### src/rtl/irq_sel_pkg.sv
package irq_sel_pkg;
  // Default geometry of the selector
  localparam int unsigned LINES_DEF    = 32;
  localparam int unsigned WORD_W_DEF   = 32;
  localparam int unsigned FIELD_W_DEF  = 8;
  localparam int unsigned KEEP_W_DEF   = 2;
  localparam int unsigned ADDR_W_DEF   = 12;
  // Register offsets (bytes)
  localparam logic [11:0] CLR_OFS_DEF  = 12'h280;
  localparam logic [11:0] PRIO_OFS_DEF = 12'h400;
endpackage

### src/rtl/irq_pend_bank.sv
module irq_pend_bank #(
  parameter int unsigned LINES = 32
) (
  input  logic             clk,
  input  logic             rst_n,
  input  logic [LINES-1:0] irq_i,
  input  logic [LINES-1:0] clr_i,
  output logic [LINES-1:0] pend_o
);
  logic [LINES-1:0] prev_q;
  logic [LINES-1:0] pend_q;
  logic [LINES-1:0] rise;

  assign rise = irq_i & ~prev_q;

  always_ff @(posedge clk) begin
    if (!rst_n) prev_q <= '0;
    else        prev_q <= irq_i;
  end

  // one flag per line; an edge overrides a clear in the same cycle
  for (genvar g = 0; g < LINES; g++) begin : g_line
    always_ff @(posedge clk) begin
      if (!rst_n)       pend_q[g] <= 1'b0;
      else if (rise[g]) pend_q[g] <= 1'b1;
      else if (clr_i[g]) pend_q[g] <= 1'b0;
    end
  end

  assign pend_o = pend_q;

  AST_SET_WINS: assert property (@(posedge clk) disable iff (!rst_n)
    1'b1 |=> ((($past(rise & clr_i)) & ~pend_q) == '0));
  AST_CLR_TAKES: assert property (@(posedge clk) disable iff (!rst_n)
    1'b1 |=> ((pend_q & $past(clr_i & ~rise)) == '0));
  AST_NO_SPURIOUS_SET: assert property (@(posedge clk) disable iff (!rst_n)
    1'b1 |=> ((pend_q & ~$past(pend_q) & ~$past(rise)) == '0));
endmodule

### src/rtl/irq_prio_bank.sv
module irq_prio_bank #(
  parameter int unsigned LINES   = 32,
  parameter int unsigned WORD_W  = 32,
  parameter int unsigned FIELD_W = 8,
  parameter int unsigned KEEP_W  = 2,
  localparam int unsigned PER_WORD = WORD_W / FIELD_W,
  localparam int unsigned N_REGS   = LINES / PER_WORD,
  localparam int unsigned REG_AW   = (N_REGS > 1) ? $clog2(N_REGS) : 1,
  localparam int unsigned LOW_W    = FIELD_W - KEEP_W
) (
  input  logic                    clk,
  input  logic                    rst_n,
  input  logic                    wr_en,
  input  logic [REG_AW-1:0]       wr_word,
  input  logic [WORD_W-1:0]       wdata,
  input  logic [REG_AW-1:0]       rd_word,
  output logic [WORD_W-1:0]       rd_data,
  output logic [LINES*KEEP_W-1:0] prio_o
);
  logic [KEEP_W-1:0] prio_q [LINES];

  for (genvar g = 0; g < LINES; g++) begin : g_field
    localparam int unsigned REG_IDX = g / PER_WORD;
    localparam int unsigned SLOT    = g % PER_WORD;
    localparam int unsigned TOP_BIT = SLOT * FIELD_W + FIELD_W - 1;
    always_ff @(posedge clk) begin
      if (!rst_n)
        prio_q[g] <= '0;
      else if (wr_en && (wr_word == REG_AW'(REG_IDX)))
        prio_q[g] <= wdata[TOP_BIT -: KEEP_W];
    end
    assign prio_o[g*KEEP_W +: KEEP_W] = prio_q[g];
  end

  // discarded low bits of every field
  logic sink_unused_low;
  always_comb begin
    sink_unused_low = 1'b0;
    for (int k = 0; k < int'(PER_WORD); k++)
      sink_unused_low = sink_unused_low ^ (^wdata[k*FIELD_W +: LOW_W]);
  end

  always_comb begin
    rd_data = '0;
    for (int k = 0; k < int'(PER_WORD); k++)
      rd_data[k*FIELD_W +: FIELD_W] =
        {prio_q[int'(rd_word)*int'(PER_WORD) + k], {LOW_W{1'b0}}};
  end

  AST_PRIO_HOLD: assert property (@(posedge clk) disable iff (!rst_n)
    !wr_en |=> $stable(prio_o));
endmodule

### src/rtl/irq_pick.sv
module irq_pick #(
  parameter int unsigned LINES  = 32,
  parameter int unsigned KEEP_W = 2,
  localparam int unsigned ID_W  = $clog2(LINES)
) (
  input  logic                    clk,
  input  logic                    rst_n,
  input  logic [LINES-1:0]        pend_i,
  input  logic [LINES*KEEP_W-1:0] prio_i,
  output logic [ID_W-1:0]         win_id_o,
  output logic                    win_valid_o
);
  logic [ID_W-1:0]   best_id;
  logic [KEEP_W-1:0] best_pr;
  logic              found;

  // lowest value wins; strict compare keeps the lowest index on ties
  always_comb begin
    best_id = '0;
    best_pr = '0;
    found   = 1'b0;
    for (int i = 0; i < int'(LINES); i++) begin
      if (pend_i[i] && (!found || (prio_i[i*KEEP_W +: KEEP_W] < best_pr))) begin
        found   = 1'b1;
        best_id = ID_W'(i);
        best_pr = prio_i[i*KEEP_W +: KEEP_W];
      end
    end
  end

  always_ff @(posedge clk) begin
    if (!rst_n) begin
      win_id_o    <= '0;
      win_valid_o <= 1'b0;
    end else begin
      win_id_o    <= best_id;
      win_valid_o <= found;
    end
  end

  AST_WIN_WAS_PENDING: assert property (@(posedge clk) disable iff (!rst_n)
    win_valid_o |-> ((($past(pend_i) >> win_id_o) & LINES'(1)) != '0));
  AST_IDLE_NONE: assert property (@(posedge clk) disable iff (!rst_n)
    ($past(pend_i) == '0) |-> !win_valid_o);
  AST_IDLE_ID_ZERO: assert property (@(posedge clk) disable iff (!rst_n)
    !win_valid_o |-> (win_id_o == '0));
endmodule

### src/rtl/irq_pend_sel.sv
module irq_pend_sel
  import irq_sel_pkg::*;
#(
  parameter int unsigned LINES    = LINES_DEF,
  parameter int unsigned WORD_W   = WORD_W_DEF,
  parameter int unsigned FIELD_W  = FIELD_W_DEF,
  parameter int unsigned KEEP_W   = KEEP_W_DEF,
  parameter int unsigned ADDR_W   = ADDR_W_DEF,
  parameter logic [ADDR_W-1:0] CLR_OFS  = ADDR_W'(CLR_OFS_DEF),
  parameter logic [ADDR_W-1:0] PRIO_OFS = ADDR_W'(PRIO_OFS_DEF),
  localparam int unsigned PER_WORD = WORD_W / FIELD_W,
  localparam int unsigned N_REGS   = LINES / PER_WORD,
  localparam int unsigned REG_AW   = (N_REGS > 1) ? $clog2(N_REGS) : 1,
  localparam int unsigned ID_W     = $clog2(LINES),
  localparam logic [ADDR_W-1:0] PRIO_END = PRIO_OFS + ADDR_W'(N_REGS * 4)
) (
  input  logic              clk,
  input  logic              rst_n,
  input  logic [ADDR_W-1:0] bus_addr,
  input  logic              bus_we,
  input  logic [WORD_W-1:0] bus_wdata,
  output logic [WORD_W-1:0] bus_rdata,
  input  logic [LINES-1:0]  irq_in,
  output logic [ID_W-1:0]   win_id,
  output logic              win_valid
);
  logic              hit_clr;
  logic              hit_prio;
  logic [REG_AW-1:0] word_idx;
  logic [LINES-1:0]  clr_vec;
  logic [LINES-1:0]  pend;
  logic [LINES*KEEP_W-1:0] prio_flat;
  logic [WORD_W-1:0] prio_rd;

  assign hit_clr  = (bus_addr == CLR_OFS);
  assign hit_prio = (bus_addr >= PRIO_OFS) && (bus_addr < PRIO_END) &&
                    (bus_addr[1:0] == 2'b00);
  assign word_idx = bus_addr[REG_AW+1:2];
  assign clr_vec  = (bus_we && hit_clr) ? bus_wdata[LINES-1:0] : '0;

  irq_pend_bank #(.LINES(LINES)) u_pend (
    .clk    (clk),
    .rst_n  (rst_n),
    .irq_i  (irq_in),
    .clr_i  (clr_vec),
    .pend_o (pend)
  );

  irq_prio_bank #(
    .LINES(LINES), .WORD_W(WORD_W), .FIELD_W(FIELD_W), .KEEP_W(KEEP_W)
  ) u_prio (
    .clk     (clk),
    .rst_n   (rst_n),
    .wr_en   (bus_we && hit_prio),
    .wr_word (word_idx),
    .wdata   (bus_wdata),
    .rd_word (word_idx),
    .rd_data (prio_rd),
    .prio_o  (prio_flat)
  );

  irq_pick #(.LINES(LINES), .KEEP_W(KEEP_W)) u_pick (
    .clk         (clk),
    .rst_n       (rst_n),
    .pend_i      (pend),
    .prio_i      (prio_flat),
    .win_id_o    (win_id),
    .win_valid_o (win_valid)
  );

  always_comb begin
    bus_rdata = '0;
    if (hit_clr)       bus_rdata[LINES-1:0] = pend;
    else if (hit_prio) bus_rdata = prio_rd;
  end

  function automatic logic [WORD_W-1:0] low_mask();
    logic [WORD_W-1:0] m;
    m = '0;
    for (int k = 0; k < int'(PER_WORD); k++)
      m[k*FIELD_W +: (FIELD_W-KEEP_W)] = '1;
    return m;
  endfunction

  AST_PRIO_LOW_ZERO: assert property (@(posedge clk) disable iff (!rst_n)
    hit_prio |-> ((bus_rdata & low_mask()) == '0));
endmodule

### config.mk
export PLATFORM = sky130hd
export DESIGN_NAME = irq_pend_sel
export DESIGN_NICKNAME = d
export VERILOG_FILES = /design/src/rtl/irq_sel_pkg.sv /design/src/rtl/irq_pend_bank.sv /design/src/rtl/irq_prio_bank.sv /design/src/rtl/irq_pick.sv /design/src/rtl/irq_pend_sel.sv
export SDC_FILE = /design/constraint.sdc
export NUM_CORES = 1
export LEC_CHECK = 0
export ABC_AREA = 1
export CAP_MARGIN = 0
export CORE_MARGIN = 3
export CORE_UTILIZATION = 55
export DETAILED_ROUTE_END_ITERATION = 6
export GPL_TIMING_DRIVEN = 0
export PLACE_DENSITY = 0.78
export REMOVE_ABC_BUFFERS = 1
export SLEW_MARGIN = 20
export SYNTH_ARGS = -nofsm -noshare
export SYNTH_HDL_FRONTEND = slang
export SYNTH_SLANG_ARGS = --single-unit
### constraint.sdc
create_clock -name clk -period 18.61 [get_ports clk]
set_input_delay 5.583 -clock clk [delete_from_list [all_inputs] [get_ports clk]]
set_output_delay 5.583 -clock clk [all_outputs]
set_load 0.01 [all_outputs]
==> metrics.md, run 1 <==
| Metric | Value |
|---|---|
| Synth Area in XOR/XNOR | `0%` |
| Worst EP required | `roughly 19 ns` |
| PortBufs | `116` |
| HP Start | `u_pend.prev_q[0]` |
| Most instantiated library cell after synthesis | `nand2_1` |
| DRC | `0` |
| Chip width | `~130 um` |
| TNS Setup | `0 ns` |
| Synth top area share | `23.8%` |
| Global Route Usage Sum | `27.6%` |
| Final Hold Fails | `0` |
| CP Depth | `~190` |
| Peak VDD IR | `approximately 0.000073 V` |
| Largest area contributor in the netlist | `edfxtp_1` |
| R2r startpoint | `u_prio.prio_q[0][1]` |
| Largest net degree at the start of global routing | `50` |
| End-of-flow core utilization | `between 70% and 80%` |
| Total Wirelength | `roughly 22 mm` |
| Reg-to-reg endpoint | `u_pick.win_id_o[4]` |
| Final setup violation count | `0` |
| Synth Instances | `1200` |
| Total grt overflow | `0` |
| Combinational family with the most area after synthesis | `simple AND/OR/NAND/NOR gates` |
| Die Span Y | `between 100 and 150 um` |
| Drt pass-1 iters | `5` |
| Hold-fix buffers at CTS | `0` |
| CP max-delay cell | `edfxtp_1` |
| Headroom to the max-slew limit | `approximately 25%` |
| Period minus WS final | `around 16 ns` |
| Yosys reg bits | `134` |
| Starting Density | `between 50% and 60%` |
| Synth Area in Simple Gates | `36.9%` |
| DRT iter0 DRCs | `around 710` |
| DR vias | `just over 8000` |
| Sequential share of power | `just over 30%` |
| R2R depth | `189` |
| Max cap viols | `0` |
| Post-synth ARST share | `0%` |
| PwrDens | `between 100 and 150 nW/um2` |
| Logic pwr share | `between 30 and 40%` |
| Post-synthesis cell area | `slightly above 8000 um2` |
| Worst Hold Path EP | `u_pend.pend_o[0]` |
| Pins over their slew limit | `0` |
| Layout cell share with drive strength beyond 1 | `a little under a tenth` |
| Compound-Gate Fraction of Synth Area | `approximately 10%` |
| Gpl congestion | `between 0.9 and 1` |
| First-pass GRT wire length | `around 35 mm` |
| Crit-path max cell delay | `approximately 0.42 ns` |
| Leakage | `slightly below 5 nW` |
| ANT cells | `0` |
| Critical path buffers and inverters | `0` |
| Pint | `roughly 0.00071 W` |
| Routed len/inst | `14.8 um` |
| Antenna violations before repair | `0` |
| # fillers | `around 1200` |
| Critical path arrival | `16.62 ns` |
| Post-synthesis sequential area ratio | `approximately 41%` |
| WS Path Type | `reg -> reg` |
| Core area | `14100 um2` |
| Commonest register cell after synthesis | `dfxtp_1` |
| P&R area growth vs syn | `25.3%` |
| Design Power | `~0.0011 W` |
| Worst hold stages | `1` |
| Clock Sinks | `roughly 130` |
| Worst-Skew Late Latency | `approximately 0.43 ns` |
| Antenna Nets Post-Route | `0` |
| Synth cell types | `28` |
| Clk buf depth | `2` |
| Die area | `approximately 16000 um2` |
| H-tree lvl count | `4` |
| Slew @ Worst Pin | `roughly 1.1 ns` |
| Most frequent cells after synthesis | `nand2_1, inv_1, nand3_1` |
| Hold WC Path Type | `reg -> reg` |
| Adder-cell area share of the yosys netlist | `less than 1%` |
| Reg2reg setup slack | `2.35 ns` |
| Crit share post-route | `between 80% and 90%` |
| Worst Skew | `0.00655 ns` |
| CP startpoint kind | `register` |
| Vias in the first global route | `roughly 7400` |
| Switching share of power | `approximately two fifths` |
| Top post-synthesis cells by area | `edfxtp_1, dfxtp_1, nand2_1, nand3_1, inv_1` |
| Psw | `between 0.0004 and 0.0005 W` |
| TritonCTS clock tree | `done` |
| Status | `completed` |
| Synth warn | `0` |
| Post-DP HPWL | `about 16 mm` |
| Vias per cell | `5.43` |
| Endpoint class of the critical path | `register` |
| Crit path max fanout | `8` |
| TritonCTS Buffers | `17` |
| Fmax | `61.5 MHz` |
| Syn Area/Cell | `around 6.7 um2` |
| Worst-path clk slew | `roughly 0.060 ns` |
| Number of synthesized flops with an enable pin | `64` |
| Clock power frac | `roughly 29%` |
| FP Rows | `43` |
| Post-synthesis mux area share | `0%` |
| Crit path max-delay family | `simple AND/OR/NAND/NOR gates` |
| Clock root cell | `clkbuf_16` |
| Nets | `between 1000 and 1500` |
| # IOs | `approximately 120` |
| CP dominant cell by count | `nand2_1` |
==> metrics by stage <==
step                      hold slack, ns  setup WS, ns  area, um2  instances
after floorplan                    0.399          4.71       7960       1171
after global placement             0.400          2.58       9340       1467
after detailed placement           0.405          2.39       9360       1468
after CTS                          0.413          2.03       9950       1500
after global routing               0.413       -0.0506      10100       1511
final                              0.406          2.35      10100       1511
==> placed cells by master, fill, tap and decap left out, types with 10 or more instances in the layout <==
cell type        netlist  layout
nand4_1               10      10
buf_4                  4      12
clkbuf_16              0      19
clkdlybuf4s50_1        0     114
o22ai_1               31      31
nor2_1               149     145
nand2_2               59      54
a21oi_1               15      11
edfxtp_1              64      64
clkinv_1              10      10
nand3_1              181     181
dfxtp_1               70      69
inv_1                206     205
nand2_1              275     272
o21ai_0               65      59
==> flip-flops by register name, summed over array words and instances, names as in the netlist <==
name and cells:
u_pick.win_id_o 5, u_pend.pend_o 32, u_prio.prio_q 64, u_pick.win_valid_o 1, u_pend.prev_q 32
==> logic make-up (layout without fill, tap and decap cells) <==
logic type / after synthesis / in the layout
and+or+nand+nor: 682 / 682
buffers and inverters: 245 / 376
AOI/OAI and AO/OA: 136 / 136
adders and majority gates: 3 / 3
DFF: 134 / 134
==> worst reg2reg max path: cells and delay by family (launching register included) <==
family,cells,cell delay [ns]
AND/OR/NAND/NOR,183,14.76
AO/OA/AOI/OAI,3,0.26
flip-flops,1,0.42
adder cells (fa/ha/maj),3,0.80
==> layout make-up <==
type / count / area (um2) / share of cell area [%]
multi-input combinational: 821 / 3920 / 38.7
sequential: 134 / 3330 / 32.9
timing repair buffer: 128 / 1260 / 12.4
inverter: 216 / 811 / 8.01
clock buffer: 25 / 526 / 5.19
tap: 180 / 225 / 2.22
clock inverter: 7 / 65.1 / 0.643
==> worst max path at each step <==
stage	from	endpoint	slack, ns
floorplan	u_pend.pend_o[0]	u_pick.win_id_o[1]	4.71
global placement	u_pend.pend_o[0]	u_pick.win_id_o[3]	2.58
detailed placement	u_pend.pend_o[0]	u_pick.win_id_o[3]	2.39
CTS	u_pend.pend_o[0]	u_pick.win_id_o[3]	2.03
global route	u_prio.prio_q[0][1]	u_pick.win_id_o[2]	-0.05
finish	u_prio.prio_q[0][1]	u_pick.win_id_o[4]	2.35
==> routing by layer <==
metal | vias to the layer above | global-route usage, % | part of all wire (%) | routed length [um]
met1 | 3697 | 36.0 | 42 | 9420
met2 | 355 | 45.8 | 47 | 10500
met5 | - | 0 | 0 | 0
met3 | 39 | 6.73 | 9.1 | 2030
met4 | 0 | 8.39 | 1.9 | 420
li1 | 4113 | - | - | -
==> power groups by stage <==
stage	clock, W	combinational, W	sequential [W]
2_1_floorplan	0	0.000321	0.000355
3_3_place_gp	0	0.000413	0.000359
3_5_place_dp	0	0.000421	0.000360
4_1_cts	0.000338	0.000429	0.000354
6_report	0.000336	0.000458	0.000355
5_1_grt	0.000352	0.000523	0.000358
==> what timing repair did <==
action                     CTS  global route
setup endpoints to repair    0             5
gates resized for setup      0            23
buffers inserted             0            11
Power figures use the tool's default switching activity.
==> run 2, diff against run 1 <==
--- a/config.mk
+++ b/config.mk
@@ -17,3 +17,4 @@
 export SYNTH_ARGS = -nofsm -noshare
 export SYNTH_HDL_FRONTEND = slang
 export SYNTH_SLANG_ARGS = --single-unit
+export TNS_END_PERCENT = 10
==> results of run 2 <==
The final DEF is identical to that of run 1; final timing and power are the same.
